$ cat config.mk
export PLATFORM = sky130hd
export DESIGN_NAME = i2c_scl_timer
export DESIGN_NICKNAME = d
export VERILOG_FILES = /design/src/rtl/i2c_scl_timer.sv
export SDC_FILE = /design/constraint.sdc
export NUM_CORES = 1
export LEC_CHECK = 0
export BUFFER_PORTS_ARGS = -buffer_cell sky130_fd_sc_hd__buf_2
export CAP_MARGIN = 0
export CORE_UTILIZATION = 25
export CTS_CLUSTER_DIAMETER = 30
export DETAILED_ROUTE_END_ITERATION = 7
export GPL_TIMING_DRIVEN = 0
export SETUP_SLACK_MARGIN = 0.1
export SYNTH_ARGS = -nofsm -noshare
export SYNTH_HDL_FRONTEND = slang
export SYNTH_SLANG_ARGS = --single-unit
$ cat constraint.sdc
create_clock -name clk -period 3.6 [get_ports clk]
set_input_delay 0.72 -clock clk [delete_from_list [all_inputs] [get_ports clk]]
set_output_delay 0.72 -clock clk [all_outputs]
set_load 0.005 [all_outputs]
$ cat src/rtl/i2c_scl_timer.sv
module i2c_scl_timer #(
  parameter int CW = 16
) (
  input  logic          clk,
  input  logic          rst_n,
  input  logic [2*CW-1:0] hi_cfg,
  input  logic [2*CW-1:0] lo_cfg,
  input  logic          cmd_valid,
  input  logic [1:0]    cmd_kind,
  input  logic          cmd_bit,
  output logic          cmd_ready,
  output logic          rsp_valid,
  output logic          rsp_bit,
  input  logic          scl_in,
  input  logic          sda_in,
  output logic          scl_oe,
  output logic          sda_oe
);
  localparam logic [1:0] K_START = 2'd1;
  localparam logic [1:0] K_STOP  = 2'd2;

  typedef enum logic [2:0] {S_IDLE, S_PARK, S_LOW, S_HIGH, S_SETUP, S_HOLD} st_t;

  st_t         st;
  logic [CW-1:0] cnt;
  logic [1:0]  kind;
  logic        bit_q, smp;

  wire [CW-1:0] hi_len = hi_cfg[2*CW-1:CW];
  wire [CW-1:0] rx_off = hi_cfg[CW-1:0];
  wire [CW-1:0] lo_len = lo_cfg[2*CW-1:CW];
  wire [CW-1:0] tx_off = lo_cfg[CW-1:0];

  wire [CW:0] cnt_nx = {1'b0, cnt} + 1'b1;
  wire lo_end   = cnt_nx >= {1'b0, lo_len};
  wire hi_end   = cnt_nx >= {1'b0, hi_len};
  wire is_start = kind == K_START;
  wire is_stop  = kind == K_STOP;
  wire take     = cmd_valid && cmd_ready;
  wire at_rx    = cnt == rx_off;

  assign cmd_ready = (st == S_IDLE) || (st == S_PARK);
  assign scl_oe    = (st == S_LOW) || (st == S_PARK);

  always_ff @(posedge clk or negedge rst_n) begin
    if (!rst_n) begin
      st        <= S_IDLE;
      cnt       <= '0;
      kind      <= '0;
      bit_q     <= 1'b0;
      smp       <= 1'b0;
      sda_oe    <= 1'b0;
      rsp_valid <= 1'b0;
      rsp_bit   <= 1'b0;
    end else begin
      rsp_valid <= 1'b0;
      case (st)
        S_IDLE: if (take && cmd_kind == K_START) begin
          kind <= cmd_kind;
          cnt  <= '0;
          st   <= S_SETUP;
        end
        S_PARK: if (take) begin
          kind  <= cmd_kind;
          bit_q <= cmd_bit;
          cnt   <= '0;
          st    <= S_LOW;
        end
        S_LOW: begin
          if (cnt == tx_off) sda_oe <= is_start ? 1'b0 : (is_stop ? 1'b1 : ~bit_q);
          if (lo_end) begin
            cnt <= '0;
            st  <= (is_start || is_stop) ? S_SETUP : S_HIGH;
          end else begin
            cnt <= cnt_nx[CW-1:0];
          end
        end
        S_HIGH: if (scl_in) begin
          if (at_rx) smp <= sda_in;
          if (hi_end) begin
            rsp_valid <= 1'b1;
            rsp_bit   <= at_rx ? sda_in : smp;
            cnt       <= '0;
            st        <= S_PARK;
          end else begin
            cnt <= cnt_nx[CW-1:0];
          end
        end
        S_SETUP: if (scl_in) begin
          if (hi_end) begin
            sda_oe <= is_start;
            cnt    <= '0;
            st     <= S_HOLD;
          end else begin
            cnt <= cnt_nx[CW-1:0];
          end
        end
        S_HOLD: if (scl_in) begin
          if (hi_end) begin
            rsp_valid <= 1'b1;
            rsp_bit   <= 1'b0;
            cnt       <= '0;
            st        <= is_start ? S_PARK : S_IDLE;
          end else begin
            cnt <= cnt_nx[CW-1:0];
          end
        end
        default: st <= S_IDLE;
      endcase
    end
  end
endmodule

==> impl_results.md, run 1 <==
* Post-Synthesis Cells at ~350
* Gr busiest metal: met2
* Grt met3 use at less than 1%
* Critical Path Stages at 13
* R2r setup slk at 200 ps
* Sw Share at approximately 41%
* Relative slew slack at 60.3%
* CP bufs+invs at 0
* Global routing met1 resource utilization at between 10% and 20%
* Starting density of the core at a little over a quarter
* Critical Path Source Type: register
* Post-DP HPWL at about 6600 um
* Yosys top cell area share at a little under a quarter
* Via count at between 2000 and 3000
* R2R depth at 13
* RR Endpoint: st[0]
* First-pass GRT wire length at 12700 um
* Initial antenna violation count at 0
* Crit path max fanout at 4
* Internal power at just over 0.9 mW
* Root buffer cell: clkbuf_16
* Core area at between 10000 and 15000 um^2
* CP Data Arrival Time at 3560 ps
* Synth top cells by count: inv_1, ha_1, xnor2_1
* Setup violators final at 0
* Sequential Power Share at 24.8%
* Cell Area, Synth at 2870 um^2
* Met2 Use GR at 22.9%
* Mean Syn Cell Area at between 8 and 9 um^2
* Filler cells at 1128
* Clk pin slew, worst setup/hold paths at roughly 70 ps
* DR WL/cell at around 14 um
* Syn nets at 455
* Clk Latency, worst-skew pair at 260 ps
* Largest net degree at the start of global routing at 27
* Status: finished, final reports clean
* Post-synth EDFFs at 0
* Power density over the cells at ~400 nW/um^2
* Seq/Total Area, Yosys at about 23%
* Area delta synth->final at 33.3%
* Post-synth top flop: dfrtp_1
* Initial DRT Pass Iterations at 4
* Cell repeated most along the worst path: ha_4
* Max clock buf depth at 2
* Net Sw Power at between 0.6 and 0.7 mW
* Top-count cell post-synth: inv_1
* Cell taking the most area after synthesis: dfrtp_1
* Crit path max-delay family: simple AND/OR/NAND/NOR gates
* Clock power share at 16.2%
* Crit path required time at about 3800 ps
* CTS buffer count at 3
* Slew Viols, Final at 0
* Worst hold path type: primary input to asynchronous set/reset pin
* Max Cap Viol at 0
* Critical-path cell list: ha_4, and3_4, nand2_2, or3_1, and2_1, or2_4, ha_4, nand2_1, nor3_4, nand4b_1, and4_4, or4b_1, o211a_1
* Area contributors post-synth: dfrtp_1, ha_1, xnor2_1
* Diodes inserted at 0
* Slowest stage cell, crit path: or4b_1
* VDD IR-drop max at around 0.19 mV
* Comb power frac at slightly below 60%
* Final Hold Viols at 0
* Synth async-reset ratio at 100%
* Row cnt at 38
* Number of buffers added on ports at 76
* Period utilization at a little over nine tenths
* Worst-Margin Slew at ~600 ps
* Yosys warns at 0
* CTS tree: built
* DRC at 0
* Post-Route WL at 8460 um
* Nets at between 500 and 600
* I/O Pins at 77
* Crit Path Class: register to register
* Max Freq at just under 300 MHz
* H-tree depth at 1
* Share of post-route cells with drive strength above 1 at approximately a third
* Gpl congestion at roughly 0.86
* Full die area at between 10000 and 15000 um^2
* Worst r2r src: cnt[1]
* RSZ-0062 raised after global routing: false
* Worst Clk Skew at ~3.2 ps
* Hold buffers post-CTS at 0
* Slowest stage delay, CP at 520 ps
* GRT overflow at 0
* Min Tclk post-route at 3400 ps
* Synth cell types at 55
* Die Ht at 109 um
* Starting DRT DRC Count at about 130
* Seq cells post-synth at 26
* Final core utilization at between 30% and 40%
* Hold Slack at 461 ps
* Worst setup EP type: register
* Sink Count at 26
* Via-per-instance ratio at 4.79
* Vias in the first global route at about 2700
* Gr usage total at 13.8%
* DIE WIDTH at between 100 and 150 um
* Post-route ant nets at 0
* Leak Pwr at approximately 1.9 nW
cells in the final DEF, fill, tap and decap left out, types with 4 or more instances in the layout:
cell      instances
buf_2            80
inv_1            40
ha_1             32
xnor2_1          26
dfrtp_1          24
buf_4            23
nand2_1          23
nor2_1           16
xor2_1           15
a21oi_1          14
nand4_1          13
nand3_1          13
o21ai_0          12
a22o_1            7
clkbuf_1          6
nor3_1            6
mux2_2            6
nor2b_1           5
nor4_1            5
nand2b_1          5
buf_6             4
how the worst max path moves through the flow:
stage	end	start
floorplan	st[0]	cnt[0]
global placement	st[0]	cnt[0]
detailed placement	st[0]	cnt[0]
CTS	st[0]	cnt[0]
global route	st[0]	cnt[1]
finish	st[0]	cnt[1]
metal layers:
metal	vias up	wire [um]	part of all wire (%)
li1	1395	-	-
met1	1275	3860	46
met2	122	3910	46
met3	11	544	6.4
met4	0	138	1.6
met5	-	0	0
logic make-up (layout without fill, tap and decap cells):
group	after synthesis	in the layout	synth area share (%)
compound gates	60	60	14.6
mux	9	9	3.41
simple gates	112	112	20.7
buf+inv	61	158	9.56
xor+xnor	45	45	13.8
fa+ha+maj	35	35	15.3
flops	26	26	22.7
what timing repair did:
action | CTS | global route
resized for setup | 7 | 36
endpoints found under the setup margin | 22 | 21
pin swaps | 2 | 16
buffers inserted | 4 | 14
registers in the layout, summed over array words and instances (netlist names):
name       count
bit_q          1
cnt           16
st             3
rsp_bit        1
rsp_valid      1
smp            1
sda_oe         1
kind           2
power by group through the flow:
stage,Clock [mW],Combinational (mW),Sequential (mW)
finish,0.249,0.905,0.381
global route,0.262,0.994,0.385
CTS,0.252,0.856,0.375
detailed placement,0,0.796,0.402
global placement,0,0.775,0.401
floorplan,0,0.589,0.384
final cells by class:
class	count	area, um^2	share of cell area, %
multi-input cells	261	2100	55.1
flip-flops and latches	26	653	17.1
repair buffers	94	515	13.5
well taps	140	175	4.59
inverters	40	150	3.93
plain buffers	21	148	3.87
clock buffers	3	75.1	1.97
per-stage QoR:
stage / power [mW] / cell area (um^2) / std cells / setup slack [ps] / setup TNS (ps)
floorplan: 0.973 / 2870 / 348 / 166 / 0
global placement: 1.18 / 3420 / 564 / -297 / -4430
detailed placement: 1.20 / 3420 / 564 / -316 / -4590
CTS: 1.48 / 3550 / 571 / 79.0 / 0
global route: 1.64 / 3820 / 585 / 58.5 / 0
finish: 1.53 / 3820 / 585 / 196 / 0
No activity file was read; power rests on OpenSTA's default activity.
==> run 2: changes to the inputs <==
==> constraint.sdc (replaced) <==
create_clock -name clk -period 3.6 [get_ports clk]
set_input_delay 0.18 -clock clk [delete_from_list [all_inputs] [get_ports clk]]
set_output_delay 0.18 -clock clk [all_outputs]
set_load 0.005 [all_outputs]
==> run 2 against run 1 <==
Net effect:
- cell count is 0.17% higher
- maximum frequency is essentially flat
- sequential power about the same
- largest power group unchanged
- highest routed layer unchanged
==> impl_results.md, run 2 (synthesis gave the netlist of run 1 again) <==
* Post-Route WL at 8490 um (was 8460 um)
* Vias in the first global route at 2659 (unchanged)
* Final worst slack at 194 ps (was 196 ps)
* Final core utilization at 34.9% (was 34.8%)
* Area delta synth->final at 33.7% (was 33.3%)
* Gr usage total at 13.8% (unchanged)
* RSZ-0062 raised after global routing: false (unchanged)
* Slowest stage delay, CP at 520 ps (about the same)
* Slew Viols, Final at 0 (unchanged)
* Via count at 2805 (was 2803)
* Post-DP HPWL at 6560 um (unchanged)
* Starting density of the core at 26.1% (unchanged)
* DIE WIDTH at 109 um (unchanged)
* Worst setup EP type: register (unchanged)
* R2R depth at 13 (unchanged)
* Top reg by flops: cnt (unchanged)
* H-tree depth at 1 (unchanged)
* Worst Clk Skew at 5.81 ps (was 3.20 ps)
* Die Ht at 109 um (unchanged)
* Full die area at 11900 um^2 (unchanged)
* Core area at 11000 um^2 (unchanged)
* Min Tclk post-route at 3410 ps (was 3400 ps)
* Initial antenna violation count at 0 (unchanged)
* Number of buffers added on ports at 76 (unchanged)
* DRC at 0 (unchanged)
* Most frequent cells in the layout: buf_2, inv_1, ha_1 (unchanged)
* DP Worst Slack at -316 ps (unchanged)
* CTS buffer count at 3 (unchanged)
* Max clock buf depth at 2 (unchanged)
* Power density over the cells at 401 nW/um^2 (was 402 nW/um^2)
* Crit path max fanout at 4 (unchanged)
* Max FFs per register at 16 (unchanged)
* Clk Latency, worst-skew pair at 260 ps (about the same)
* Nets at 555 (was 554)
* Sink Count at 26 (unchanged)
* Setup violators final at 0 (unchanged)
* Via-per-instance ratio at 4.79 (about the same)
* Status: finished, final reports clean (unchanged)
* Final Non-Filler Cells at 586 (was 585)
* Diodes inserted at 0 (unchanged)
* Final Hold Viols at 0 (unchanged)
* Row cnt at 38 (unchanged)
* Crit Path Class: register to register (unchanged)
* Clk pin slew, worst setup/hold paths at 70 ps (about the same)
* GRT overflow at 0 (unchanged)
* Hold depth at 2
* Gpl congestion at 0.857 (unchanged)
* Root buffer cell: clkbuf_16 (unchanged)
* I/O Pins at 77 (unchanged)
* Leak Pwr at 1.94 nW (about the same)
* Max Freq at 294 MHz (about the same)
* Leading cell type in the layout, fill and taps excluded: buf_2 (unchanged)
* Initial DRT Pass Iterations at 6 (was 4)
* Cell repeated most along the worst path: ha_4 (unchanged)
* Hold Slack at 153 ps (was 461 ps)
* Starting DRT DRC Count at 147 (was 125)
* Critical Path Source Type: register (unchanged)
* Slowest stage cell, crit path: or4b_1 (unchanged)
* Relative slew slack at 60.2% (was 60.3%)
* Crit path required time at 3750 ps (about the same)
* First-pass GRT wire length at 12700 um (unchanged)
* Worst-Margin Slew at 598 ps (was 595 ps)
* DR WL/cell at 14.5 um (about the same)
* CP Data Arrival Time at 3560 ps (about the same)
* Period utilization at 94.6% (about the same)
* Largest net degree at the start of global routing at 27 (unchanged)
* Placed insts at 564 (unchanged)
* VDD IR-drop max at 0.189 mV (was 0.187 mV)
* Max Cap Viol at 0 (unchanged)
* Share of post-route cells with drive strength above 1 at 33.4% (was 33.5%)
* Biggest regs: cnt: 16 flops, st: 3 flops, kind: 2 flops (unchanged)
* Post-route ant nets at 0 (unchanged)
* Critical-path cell list: ha_4, and3_4, nand2_2, or3_1, and2_1, or2_4, ha_4, nand2_1, nor3_4, nand4b_1, and4_4, or4b_1, o211a_1 (unchanged)
* CTS tree: built (unchanged)
* Worst hold path type: primary input to register (was primary input to asynchronous set/reset pin)
## run 2: cell types whose count changed in the layout (fill, tap and decap cells not counted)
cell,change
dlygate4sd3_1,+1
## run 2: layout make-up
class	instances	area, um^2
Buffer	21	148
Tap cell	140	175
Multi-Input combinational cell	261	2100
Fill cell	1130	7150
Sequential cell	26	653
Clock buffer	3	75.1
Inverter	40	150
Timing Repair Buffer	95	526
## run 2: layer usage
layer / GRT usage (%) / wire length [um]
met5: 0 / 0
met2: 22.9 / 3940
met3: 0.837 / 455
met4: 3.28 / 138
met1: 19.5 / 3950
## run 2: power breakdown
| part | leakage (nW) | internal [mW] | switching, mW |
|---|---|---|---|
| sequential | 0.347 | 0.344 | 0.0372 |
| clock | 0.0370 | 0.147 | 0.101 |
| combinational | 1.56 | 0.420 | 0.486 |
## run 2: path summary, 6_finish.rpt
kind / to / slack (ps) / from
worst max-delay path: st[0] / 190 / cnt[1]
worst min-delay path: bit_q / 150 / cmd_bit
worst max register to register: st[0] / 190 / cnt[1]
worst min register to register: smp / 500 / smp
max in group asynchronous: cnt[0] / 2710 / rst_n
min in group asynchronous: rsp_valid / 460 / rst_n
## run 2: per-stage QoR
step                      cell area [um^2]  TNS [ps]  total power [mW]
after global placement                3420     -4430              1.18
after detailed placement              3420     -4590              1.20
after CTS                             3560         0              1.48
after floorplan                       2870         0             0.973
final                                 3830         0              1.54
after global routing                  3830         0              1.64
## run 2: critical path: cells and delay by family (launching register included)
family                   cells  cell delay, ps
adder cells (fa/ha/maj)      2             440
flip-flops                   1             400
AO/OA/AOI/OAI                1             120
AND/OR/NAND/NOR             10            2330
## run 2: what timing repair did
item,CTS,global route
resized for setup,7,36
setup endpoints to repair,22,21
endpoints found under the hold margin,26,0
pin swaps,2,16
hold buffers,1,0
buffers inserted,4,14
==> run 3: changes to the inputs <==
SKIP_LAST_GASP = 1   (was not set)
clock period = 3.9 ns   (was 3.6 ns; I/O delays follow)
==> run 3 against run 2 <==
Net effect:
- register-to-register slack improved by 140 ps
- wire length decreased by 6.7%
- via count decreased by 4.4%
- hold slack improved by 12 ps
- critical path depth increased by 3
==> impl_results.md, run 3 (synthesis gave the netlist of run 1 again) <==
* Min Tclk post-route at 3570 ps (was 3410 ps)
* First-pass GRT wire length at 12600 um (was 12700 um)
* Worst hold path type: primary input to register (unchanged)
* Biggest regs: cnt: 16 flops, st: 3 flops, kind: 2 flops (unchanged)
* DRC at 0 (unchanged)
* Relative slew slack at 60.0% (was 60.2%)
* Initial antenna violation count at 0 (unchanged)
* Global routing met1 resource utilization at 19.2% (was 19.5%)
* Crit Path Class: register to register (unchanged)
* Max FFs per register at 16 (unchanged)
* Critical Path Source Type: register (unchanged)
* Core area at 11000 um^2 (unchanged)
* Post-route ant nets at 0 (unchanged)
* Total chip power at 1.37 mW (was 1.54 mW)
* H-tree depth at 1 (unchanged)
* Leading cell type in the layout, fill and taps excluded: buf_2 (unchanged)
* Post-Route WL at 7920 um (was 8490 um)
* Grt met3 use at 0.837% (unchanged)
* Area delta synth->final at 24.6% (was 33.7%)
* DR WL/cell at 13.8 um (was 14.5 um)
* Row cnt at 38 (unchanged)
* Slew Viols, Final at 0 (unchanged)
* CTS tree: built (unchanged)
* Multi-input combinational cell area at 1970 um^2 (was 2100 um^2)
* Period utilization at 91.5% (was 94.6%)
* Number of buffers added on ports at 76 (unchanged)
* Most frequent cells in the layout: buf_2, inv_1, ha_1 (unchanged)
* Diodes inserted at 0 (unchanged)
* Initial DRT Pass Iterations at 4 (was 6)
* Worst Clk Skew at 4.24 ps (was 5.81 ps)
* R2r setup slk at 330 ps (was 190 ps)
* Status: finished, final reports clean (unchanged)
* Gpl congestion at 0.857 (unchanged)
* Via count at 2682 (was 2805)
* Max Cap Viol at 0 (unchanged)
* Final core utilization at 32.5% (was 34.9%)
* Sequential standard cell area at 653 um^2 (unchanged)
* R2R depth at 16 (was 13)
* RR Endpoint: st[0] (unchanged)
* Worst-Margin Slew at 600 ps (was 598 ps)
* Max Freq at 280 MHz (was 294 MHz)
* Starting DRT DRC Count at 118 (was 147)
* Post-DP HPWL at 6560 um (unchanged)
* Share of post-route cells with drive strength above 1 at 28.2% (was 33.4%)
* Clk pin slew, worst setup/hold paths at 70 ps (about the same)
* Hold depth at 2 (unchanged)
* Crit path max fanout at 9 (was 4)
* Gr busiest metal: met2 (unchanged)
* Top reg by flops: cnt (unchanged)
* Root buffer cell: clkbuf_16 (unchanged)
* Dpl cell area at 3420 um^2 (unchanged)
* Hold Path End: bit_q (unchanged)
* Largest net degree at the start of global routing at 27 (unchanged)
* GRT overflow at 0 (unchanged)
* I/O Pins at 77 (unchanged)
* RSZ-0062 raised after global routing: false (unchanged)
* Filler cells at 1155 (was 1130)
* Max clock buf depth at 2 (unchanged)
* DIE WIDTH at 109 um (unchanged)
* CP Data Arrival Time at 3720 ps (was 3560 ps)
* Full die area at 11900 um^2 (unchanged)
* Worst setup EP type: register (unchanged)
* Setup violators final at 0 (unchanged)
* CTS buffer count at 3 (unchanged)
* Worst r2r src: cnt[3] (was cnt[1])
* Power density over the cells at 384 nW/um^2 (was 401 nW/um^2)
* Starting density of the core at 26.1% (unchanged)
* Final Hold Viols at 0 (unchanged)
* Placed insts at 564 (unchanged)
* Vias in the first global route at 2616 (was 2659)
* Die Ht at 109 um (unchanged)
* Setup_tns at 0 ps (unchanged)
* Leak Pwr at 1.82 nW (was 1.94 nW)
* Hold Startpoint: cmd_bit (unchanged)
* Fin area at 3570 um^2 (was 3830 um^2)
* Final Non-Filler Cells at 572 (was 586)
* Clk Latency, worst-skew pair at 260 ps (about the same)
* VDD IR-drop max at 0.165 mV (was 0.189 mV)
* Nets at 541 (was 555)
* Crit path required time at 4050 ps (was 3750 ps)
* Sink Count at 26 (unchanged)
* Met2 Use GR at 22.8% (was 22.9%)
* Gr usage total at 13.7% (was 13.8%)
* Via-per-instance ratio at 4.69 (was 4.79)
[run 3: cell types whose count changed in the layout (fill, tap and decap cells not counted), moves of 2 or more]
cell	before	now
buf_6	4	1
nor3_4	3	0
ha_1	32	34
ha_4	3	1
nand3_1	13	16
nor3_2	0	2
buf_4	23	7
xor2_2	2	0
nand3_2	3	1
xor2_1	15	17
buf_2	80	85
[run 3: worst max-delay path, cell delays in order, from the launching register on]
cell     delay [ps]
dfrtp_1         320
buf_4           170
and3_1          180
nand3_2         130
or2_1           240
buf_2           160
nor2_2          150
nand3_1         140
xnor2_2         220
ha_1            330
nand4_1          80
nor4_1          280
nor2_1          100
o21ai_2         220
nor2_1           90
or4b_1          530
o211a_1         120
[run 3: metal layers]
layer | wire (um) | share of wire [%]
met5 | 0 | 0
met4 | 82 | 1.0
met3 | 364 | 4.6
met2 | 3570 | 45
met1 | 3900 | 49
[run 3: cell type report]
cell class              instances  area share (%)
well taps                     140            4.91
flip-flops and latches         26            18.3
plain buffers                  21            3.47
repair buffers                 81            11.8
inverters                      40            4.20
clock buffers                   3            2.10
multi-input cells             261            55.3
[run 3: what timing repair did]
action	in CTS	in global routing
pin swaps	0	2
setup buffers	0	4
gates cloned	0	0
setup endpoints to repair	16	21
hold buffers	1	0
gates resized for setup	2	7
hold endpoints to repair	26	0
[run 3: worst max path at each step]
stage                     startpoint  cells past startpoint  slack [ps]    end
after global placement        cnt[0]                     13           3  st[0]
after floorplan               cnt[0]                     14         470  st[0]
after CTS                     cnt[1]                     14         110  st[0]
after global routing          cnt[4]                     14          90  st[0]
after detailed placement      cnt[0]                     14         -20  st[0]
final                         cnt[3]                     16         330  st[0]
[run 3: per-stage QoR]
stage	worst slack (ps)	hold slack, ps
final	333	165
after global routing	91.9	175
after detailed placement	-15.7	241
after CTS	107	165
after floorplan	466	-101
after global placement	2.74	229
[run 3: power by group]
part	total [mW]	leakage [nW]	switching, mW	internal, mW
logic	0.790	1.44	0.427	0.362
registers	0.353	0.347	0.0364	0.317
clock network	0.230	0.0370	0.0937	0.136
total	1.37	1.82	0.557	0.815
